<file path="config.mk">
export PLATFORM = sky130hd
export DESIGN_NAME = tpwm_multi
export DESIGN_NICKNAME = d
export VERILOG_FILES = /design/src/rtl/tpwm_pkg.sv /design/src/rtl/tpwm_regs.sv /design/src/rtl/tpwm_master.sv /design/src/rtl/tpwm_slave.sv /design/src/rtl/tpwm_multi.sv
export SDC_FILE = /design/constraint.sdc
export NUM_CORES = 1
export LEC_CHECK = 0
export ABC_AREA = 1
export BUFFER_PORTS_ARGS = -buffer_cell sky130_fd_sc_hd__clkbuf_2
export CELL_PAD_IN_SITES_DETAIL_PLACEMENT = 0
export CELL_PAD_IN_SITES_GLOBAL_PLACEMENT = 1
export CORE_MARGIN = 2
export CORE_UTILIZATION = 39
export CTS_CLUSTER_DIAMETER = 100
export DETAILED_ROUTE_END_ITERATION = 12
export PLACE_DENSITY_LB_ADDON = 0.1
export SLEW_MARGIN = 20
export SYNTH_ARGS = -nofsm -noshare
export SYNTH_HDL_FRONTEND = slang
export SYNTH_SLANG_ARGS = --single-unit
</file>
<file path="constraint.sdc">
create_clock -name clk -period 1.2 [get_ports clk]
set_input_delay 0.24 -clock clk [delete_from_list [all_inputs] [get_ports clk]]
set_output_delay 0.24 -clock clk [all_outputs]
set_load 0.02 [all_outputs]
</file>
<file path="src/rtl/tpwm_pkg.sv">
package tpwm_pkg;
   localparam int unsigned ADDR_W = 4;
   localparam logic [ADDR_W-1:0] A_PERIOD = 4'd0;
   localparam logic [ADDR_W-1:0] A_DUTY0  = 4'd1;
   localparam logic [ADDR_W-1:0] A_COMBO  = 4'd10;
   localparam logic [ADDR_W-1:0] A_DFLT   = 4'd11;
   localparam logic [ADDR_W-1:0] A_OE     = 4'd12;
   localparam logic [ADDR_W-1:0] A_POL    = 4'd13;
   localparam logic [ADDR_W-1:0] A_START  = 4'd14;
   localparam logic [ADDR_W-1:0] A_STOP   = 4'd15;

   // Per-slave control bundle passed from the register file
   typedef struct packed {
      logic combo;
      logic pol;
      logic start;
      logic stop;
      logic dflt_ld;
      logic dflt_val;
   } slv_ctl_t;
endpackage

</file>
<file path="src/rtl/tpwm_regs.sv">
module tpwm_regs
   import tpwm_pkg::*;
#(
   parameter int unsigned NSLV = 2,
   parameter int unsigned CW   = 8,
   parameter int unsigned DW   = 16
) (
   input  logic                     clk,
   input  logic                     rst_n,
   input  logic                     en_i,
   input  logic                     wr_en_i,
   input  logic [ADDR_W-1:0]        wr_addr_i,
   input  logic [DW-1:0]            wr_data_i,
   output logic [CW-1:0]            period_o,
   output logic [NSLV-1:0][CW-1:0]  duty_o,
   output logic [NSLV-1:0]          combo_o,
   output logic [NSLV-1:0]          pol_o,
   output logic [NSLV-1:0]          oe_o,
   output logic [NSLV:0]            start_o,
   output logic [NSLV:0]            stop_o,
   output logic                     dflt_ld_o,
   output logic [NSLV-1:0]          dflt_val_o
);
   localparam int unsigned NCH = NSLV + 1;

   logic wr_ok;
   logic unused_data;

   assign wr_ok       = en_i & wr_en_i;
   assign dflt_ld_o   = wr_ok && (wr_addr_i == A_DFLT);
   assign dflt_val_o  = wr_data_i[NSLV-1:0];
   assign unused_data = ^wr_data_i;

   // Shared control words and self-clearing trigger words
   always_ff @(posedge clk or negedge rst_n) begin
      if (!rst_n) begin
         period_o <= '0;
         combo_o  <= '0;
         pol_o    <= '0;
         oe_o     <= '0;
         start_o  <= '0;
         stop_o   <= '0;
      end else begin
         start_o <= '0;
         stop_o  <= '0;
         if (wr_ok) begin
            case (wr_addr_i)
               A_PERIOD: period_o <= wr_data_i[CW-1:0];
               A_COMBO:  combo_o  <= wr_data_i[NSLV-1:0];
               A_POL:    pol_o    <= wr_data_i[NSLV-1:0];
               A_OE:     oe_o     <= wr_data_i[NSLV-1:0];
               A_START:  start_o  <= wr_data_i[NCH-1:0];
               A_STOP:   stop_o   <= wr_data_i[NCH-1:0];
               default:  ;
            endcase
         end
      end
   end

   // One duty register per slave at consecutive addresses
   for (genvar s = 0; s < NSLV; s++) begin : g_duty
      localparam logic [ADDR_W-1:0] ADDR = ADDR_W'(int'(A_DUTY0) + s);
      always_ff @(posedge clk or negedge rst_n) begin
         if (!rst_n)                             duty_o[s] <= '0;
         else if (wr_ok && (wr_addr_i == ADDR))  duty_o[s] <= wr_data_i[CW-1:0];
      end
   end
endmodule

</file>
<file path="src/rtl/tpwm_master.sv">
module tpwm_master #(
   parameter int unsigned CW = 8
) (
   input  logic          clk,
   input  logic          rst_n,
   input  logic          en_i,
   input  logic          tick_i,
   input  logic          start_i,
   input  logic          stop_i,
   input  logic [CW-1:0] period_i,
   output logic          run_o,
   output logic          irq_o
);
   logic [CW-1:0] cnt_q;

   always_ff @(posedge clk or negedge rst_n) begin
      if (!rst_n) begin
         cnt_q <= '0;
         run_o <= 1'b0;
         irq_o <= 1'b0;
      end else if (!en_i) begin
         irq_o <= 1'b0;
      end else begin
         irq_o <= 1'b0;
         if (stop_i) begin
            run_o <= 1'b0;
         end else if (start_i) begin
            run_o <= 1'b1;
            cnt_q <= period_i;
            irq_o <= 1'b1;
         end else if (run_o && tick_i) begin
            if (cnt_q == '0) begin
               cnt_q <= period_i;
               irq_o <= 1'b1;
            end else begin
               cnt_q <= cnt_q - 1'b1;
            end
         end
      end
   end
endmodule

</file>
<file path="src/rtl/tpwm_slave.sv">
module tpwm_slave
   import tpwm_pkg::*;
#(
   parameter int unsigned CW = 8
) (
   input  logic          clk,
   input  logic          rst_n,
   input  logic          en_i,
   input  logic          tick_i,
   input  logic          mpulse_i,
   input  logic [CW-1:0] duty_i,
   input  slv_ctl_t      ctl_i,
   output logic          run_o,
   output logic          lvl_o
);
   logic [CW-1:0] cnt_q;
   logic          act_q;
   logic          nz_duty;

   assign nz_duty = (duty_i != '0);

   always_ff @(posedge clk or negedge rst_n) begin
      if (!rst_n) begin
         cnt_q <= '0;
         act_q <= 1'b0;
         run_o <= 1'b0;
         lvl_o <= 1'b0;
      end else if (en_i) begin
         if (ctl_i.stop) begin
            run_o <= 1'b0;
            act_q <= 1'b0;
         end else begin
            if (ctl_i.start) run_o <= 1'b1;
            // master pulse reloads and outranks the duty expiry
            if (run_o && ctl_i.combo && mpulse_i) begin
               cnt_q <= duty_i;
               act_q <= nz_duty;
               lvl_o <= nz_duty ^ ctl_i.pol;
            end else if (run_o && ctl_i.combo && act_q && tick_i) begin
               if (cnt_q == CW'(1)) begin
                  act_q <= 1'b0;
                  lvl_o <= ctl_i.pol;
               end
               cnt_q <= cnt_q - 1'b1;
            end
         end
         if (!run_o && ctl_i.dflt_ld) lvl_o <= ctl_i.dflt_val;
      end
   end
endmodule

</file>
<file path="src/rtl/tpwm_multi.sv">
module tpwm_multi
   import tpwm_pkg::*;
#(
   parameter int unsigned NSLV = 2,
   parameter int unsigned CW   = 8,
   parameter int unsigned DW   = 16
) (
   input  logic              clk,
   input  logic              rst_n,
   input  logic              blk_en_i,
   input  logic              tick_i,
   input  logic              wr_en_i,
   input  logic [3:0]        wr_addr_i,
   input  logic [DW-1:0]     wr_data_i,
   output logic [NSLV-1:0]   pwm_o,
   output logic [NSLV-1:0]   pwm_oe_o,
   output logic [NSLV:0]     run_o,
   output logic              irq_o
);
   if (NSLV < 1 || NSLV > 8) begin : g_bad_nslv
      $error("tpwm_multi: NSLV must lie in 1..8");
   end
   if (CW < 2) begin : g_bad_cw
      $error("tpwm_multi: CW must be at least 2");
   end
   if (DW < CW || DW < NSLV + 1) begin : g_bad_dw
      $error("tpwm_multi: DW too narrow for counters or trigger words");
   end

   logic [CW-1:0]           period;
   logic [NSLV-1:0][CW-1:0] duty;
   logic [NSLV-1:0]         combo, pol, dflt_val;
   logic [NSLV:0]           start_t, stop_t;
   logic                    dflt_ld;
   logic                    m_run;
   logic [NSLV-1:0]         s_run;

   tpwm_regs #(.NSLV(NSLV), .CW(CW), .DW(DW)) u_regs (
      .clk        (clk),
      .rst_n      (rst_n),
      .en_i       (blk_en_i),
      .wr_en_i    (wr_en_i),
      .wr_addr_i  (wr_addr_i),
      .wr_data_i  (wr_data_i),
      .period_o   (period),
      .duty_o     (duty),
      .combo_o    (combo),
      .pol_o      (pol),
      .oe_o       (pwm_oe_o),
      .start_o    (start_t),
      .stop_o     (stop_t),
      .dflt_ld_o  (dflt_ld),
      .dflt_val_o (dflt_val)
   );

   tpwm_master #(.CW(CW)) u_master (
      .clk      (clk),
      .rst_n    (rst_n),
      .en_i     (blk_en_i),
      .tick_i   (tick_i),
      .start_i  (start_t[0]),
      .stop_i   (stop_t[0]),
      .period_i (period),
      .run_o    (m_run),
      .irq_o    (irq_o)
   );

   for (genvar s = 0; s < NSLV; s++) begin : g_slv
      slv_ctl_t ctl;
      assign ctl = '{combo:    combo[s],
                     pol:      pol[s],
                     start:    start_t[s+1],
                     stop:     stop_t[s+1],
                     dflt_ld:  dflt_ld,
                     dflt_val: dflt_val[s]};
      tpwm_slave #(.CW(CW)) u_slave (
         .clk      (clk),
         .rst_n    (rst_n),
         .en_i     (blk_en_i),
         .tick_i   (tick_i),
         .mpulse_i (irq_o),
         .duty_i   (duty[s]),
         .ctl_i    (ctl),
         .run_o    (s_run[s]),
         .lvl_o    (pwm_o[s])
      );
   end

   assign run_o = {s_run, m_run};
endmodule


</file>
==> results by group <==
Status
  • Status: finished with violations
  • Failing checks: setup timing

Global route
  • Routing usage on met2: 0.330
  • Pin count of the biggest net entering global routing: 69
  • Gr usage total: 0.206
  • Met3 global-route usage: 0.0341
  • Most used routing layer: met2
  • First-pass GRT wire length: 16.1 mm
  • Number of global-route vias before repair: 3352
  • GR Util met1: 0.290
  • GRT Residual Overflow: 0
  • Initial antenna violation count: 0

Detailed routing
  • Final wirelength: 9.71 mm
  • Number of vias per cell: 4.77
  • 1st-iter DRT viols: 123
  • Pre-antenna DRT Iters: 4
  • Post-route ant nets: 0
  • DRC: 0
  • Vias: 3375
  • Post-detailed-route wirelength per cell: 13.7 um

STA
  • Fin Hold WS: 0.209 ns
  • Total negative slack: -3.02 ns
  • Worst-margin pin slew: 0.392 ns
  • Slew Viols, Final: 0
  • Period utilization: 1.14
  • Final setup viols: 33
  • Worst setup margin: -0.163 ns
  • Clk_skew: 0.00839 ns
  • Tmin final: 1.36 ns
  • Fmax: 734 MHz
  • RSZ-0062 raised after global routing: yes
  • Worst rel slew slack: 0.739
  • Final Hold Fails: 0

Worst setup path
  • Crit. End Element: flip-flop
  • CP required: 1.47 ns
  • Cell family with most CP delay: simple AND/OR/NAND/NOR gates
  • Max incr delay on CP: 0.41 ns
  • Crit path max-delay cell type: dfrtp_1
  • Setup CP Type: flip-flop to flip-flop
  • Crit path top cell by count: nor2_4
  • Max FO, Critical Path: 6
  • WP buf/inv: 1
  • CP Cell Sequence: nand2_4 -> nor2_4 -> nor2_4 -> nor3_4 -> buf_6 -> o211ai_1 -> o21ai_2
  • Critical path launch point type: flip-flop
  • CP arrival: 1.63 ns

Flow run
  • MaxCap Viol Count: 0

Synth
  • Yosys reg bits: 68
  • Prevailing post-synth register cell: dfrtp_1
  • Area of the mapped netlist: 3630 um^2
  • Syn nets: 509
  • Number of flops mapped to enable cells by yosys: 0
  • Netlist cell types: 26
  • Mapped Cells: 478
  • Yosys warning count: 0
  • Async set-reset flop share out of synthesis: 1.00
  • Register area share after synthesis: 0.469
  • Mapped Avg Cell Area: 7.59 um^2

Clock tree
  • Worst-path clk slew: 0.08 ns
  • CTS H-tree lvls: 3
  • Clock buffer depth: 2
  • Root buffer cell: clkbuf_8
  • Skew-Pair Late Insertion Delay: 0.34 ns
  • CTS tree: yes
  • Clock Sink Count: 68
  • Num CTS Buffers: 9

Floorplan
  • Total I/O pin count: 33
  • Die X: 100 um
  • Initial Utilization: 0.396
  • Area of the core: 9150 um^2
  • Row cnt: 35
  • Chip Height: 100 um
  • Die Area: 10100 um^2

Final layout
  • Most common cell after layout, fill and taps aside: nand2_1
  • NumNets Final: 623
  • Share of cells above drive strength 1: 0.393
  • Most frequent cells in the layout: nand2_1 (105), buf_4 (71), dfrtp_1 (65)
  • Design Area, Final: 5190 um^2
  • FILL cells: 866
  • Area Overhead vs Synth: 43.0%
  • # diodes: 0

Place
  • Port bufs: 24
  • Final HPWL from detailed placement: 6.81 mm
  • Gpl congestion: 0.805
  • Placed cell area: 4390 um^2

Power and ir drop
  • Pwr Density: 1530 nW/um^2
  • Leak: 2.54 nW
  • Peak VDD IR: 0.933 mV

Hold path
  • Hold WC Path Type: primary input to flip-flop
-- metrics by stage --
| stage | worst slack (ns) | total power [mW] | utilization | instances |
|---|---|---|---|---|
| CTS | -0.163 | 7.73 | 0.538 | 698 |
| floorplan | -0.0328 | 4.40 | - | 478 |
| global placement | -0.168 | 5.44 | 0.480 | 672 |
| finish | -0.163 | 7.93 | 0.567 | 707 |
| detailed placement | -0.174 | 5.49 | 0.480 | 672 |
| global route | -0.227 | 8.54 | 0.567 | 707 |
-- repair_timing --
item / CTS / global route
endpoints found under the setup margin: 33 / 33
gates resized for setup: 103 / 58
gates cloned: 2 / 1
pin swaps: 38 / 40
setup buffers: 8 / 11
hold endpoints to repair: 68 / 0
hold buffers: 1 / 0
-- registers in the layout, indices dropped and copies added (netlist names), 3 cells and up --
name	flops
g_slv.u_slave.cnt_q	16
u_regs.stop_o	3
u_master.cnt_q	8
u_regs.start_o	3
u_regs.duty_o	16
u_regs.period_o	8
-- worst reg2reg max path, cell delays in order (launching register included) --
cell      delay [ns]
dfrtp_1         0.41
nand2_4         0.09
nor2_4          0.18
nor2_4          0.07
nor3_4          0.18
buf_6           0.17
o211ai_1        0.12
o21ai_2         0.08
-- cells by family after synthesis --
| group | after synthesis | share of synthesized area |
|---|---|---|
| AO/OA/AOI/OAI | 88 | 0.129 |
| XOR/XNOR | 9 | 0.0217 |
| adder cells (fa/ha/maj) | 6 | 0.0207 |
| buffers and inverters | 86 | 0.103 |
| flip-flops | 68 | 0.469 |
| AND/OR/NAND/NOR | 221 | 0.256 |
-- power breakdown --
part	internal (mW)	leakage (nW)	total, mW	switching, mW
Combinational	1.58	1.61	3.22	1.63
Sequential	2.74	0.850	3.06	0.319
Clock	0.788	0.0860	1.65	0.867
-- synthesized netlist by cell type, types with 2 or more instances --
library cell,count,area share
dfrtp_1,68,0.47
xor2_1,9,0.022
o22ai_1,5,0.0086
nor2_1,52,0.054
o211ai_1,6,0.012
buf_4,8,0.017
o21ai_0,48,0.066
nand4_1,4,0.0069
buf_6,2,0.0062
inv_1,68,0.070
buf_2,6,0.0083
a21oi_1,9,0.012
inv_2,2,0.0021
nor3_1,9,0.012
nand3_1,23,0.032
ha_1,6,0.021
o21ai_1,17,0.023
nand2_1,126,0.13
nand2_2,3,0.0052
-- metal layers --
metal | up-vias | part of all wire | routed length [um]
li1 | 1742 | - | -
met1 | 1588 | 0.50 | 4860
met2 | 38 | 0.47 | 4560
met3 | 7 | 0.022 | 213
met4 | 0 | 0.0083 | 81
met5 | - | 0 | 0
-- cell type report --
| type | count | area [um^2] | share of cell area |
|---|---|---|---|
| timing repair inverter | 2 | 11.3 | 0.00217 |
| clock inverter | 3 | 15.0 | 0.00289 |
| clock buffer | 12 | 145 | 0.0280 |
| tap | 111 | 139 | 0.0268 |
| sequential | 68 | 1710 | 0.329 |
| multi-input combinational | 324 | 1950 | 0.377 |
| timing repair buffer | 117 | 948 | 0.183 |
| inverter | 70 | 270 | 0.0521 |
-- path summary, 6_finish.rpt --
| path | end | slack [ns] | depth (start not counted) | from |
|---|---|---|---|---|
| max | g_slv[1].u_slave.cnt_q[1] | -0.16 | 7 | g_slv[1].u_slave.run_o |
| min | u_regs.period_o[7] | 0.21 | 3 | wr_data_i[7] |
| max reg2reg | g_slv[1].u_slave.cnt_q[1] | -0.16 | 7 | g_slv[1].u_slave.run_o |
| min reg2reg | g_slv[0].u_slave.cnt_q[7] | 0.49 | 2 | g_slv[0].u_slave.cnt_q[7] |
| max in group asynchronous | g_slv[0].u_slave.cnt_q[0] | 0.39 | 3 | rst_n |
| min in group asynchronous | g_slv[0].u_slave.lvl_o | 0.44 | 3 | rst_n |
No activity file was read; power rests on OpenSTA's default activity.
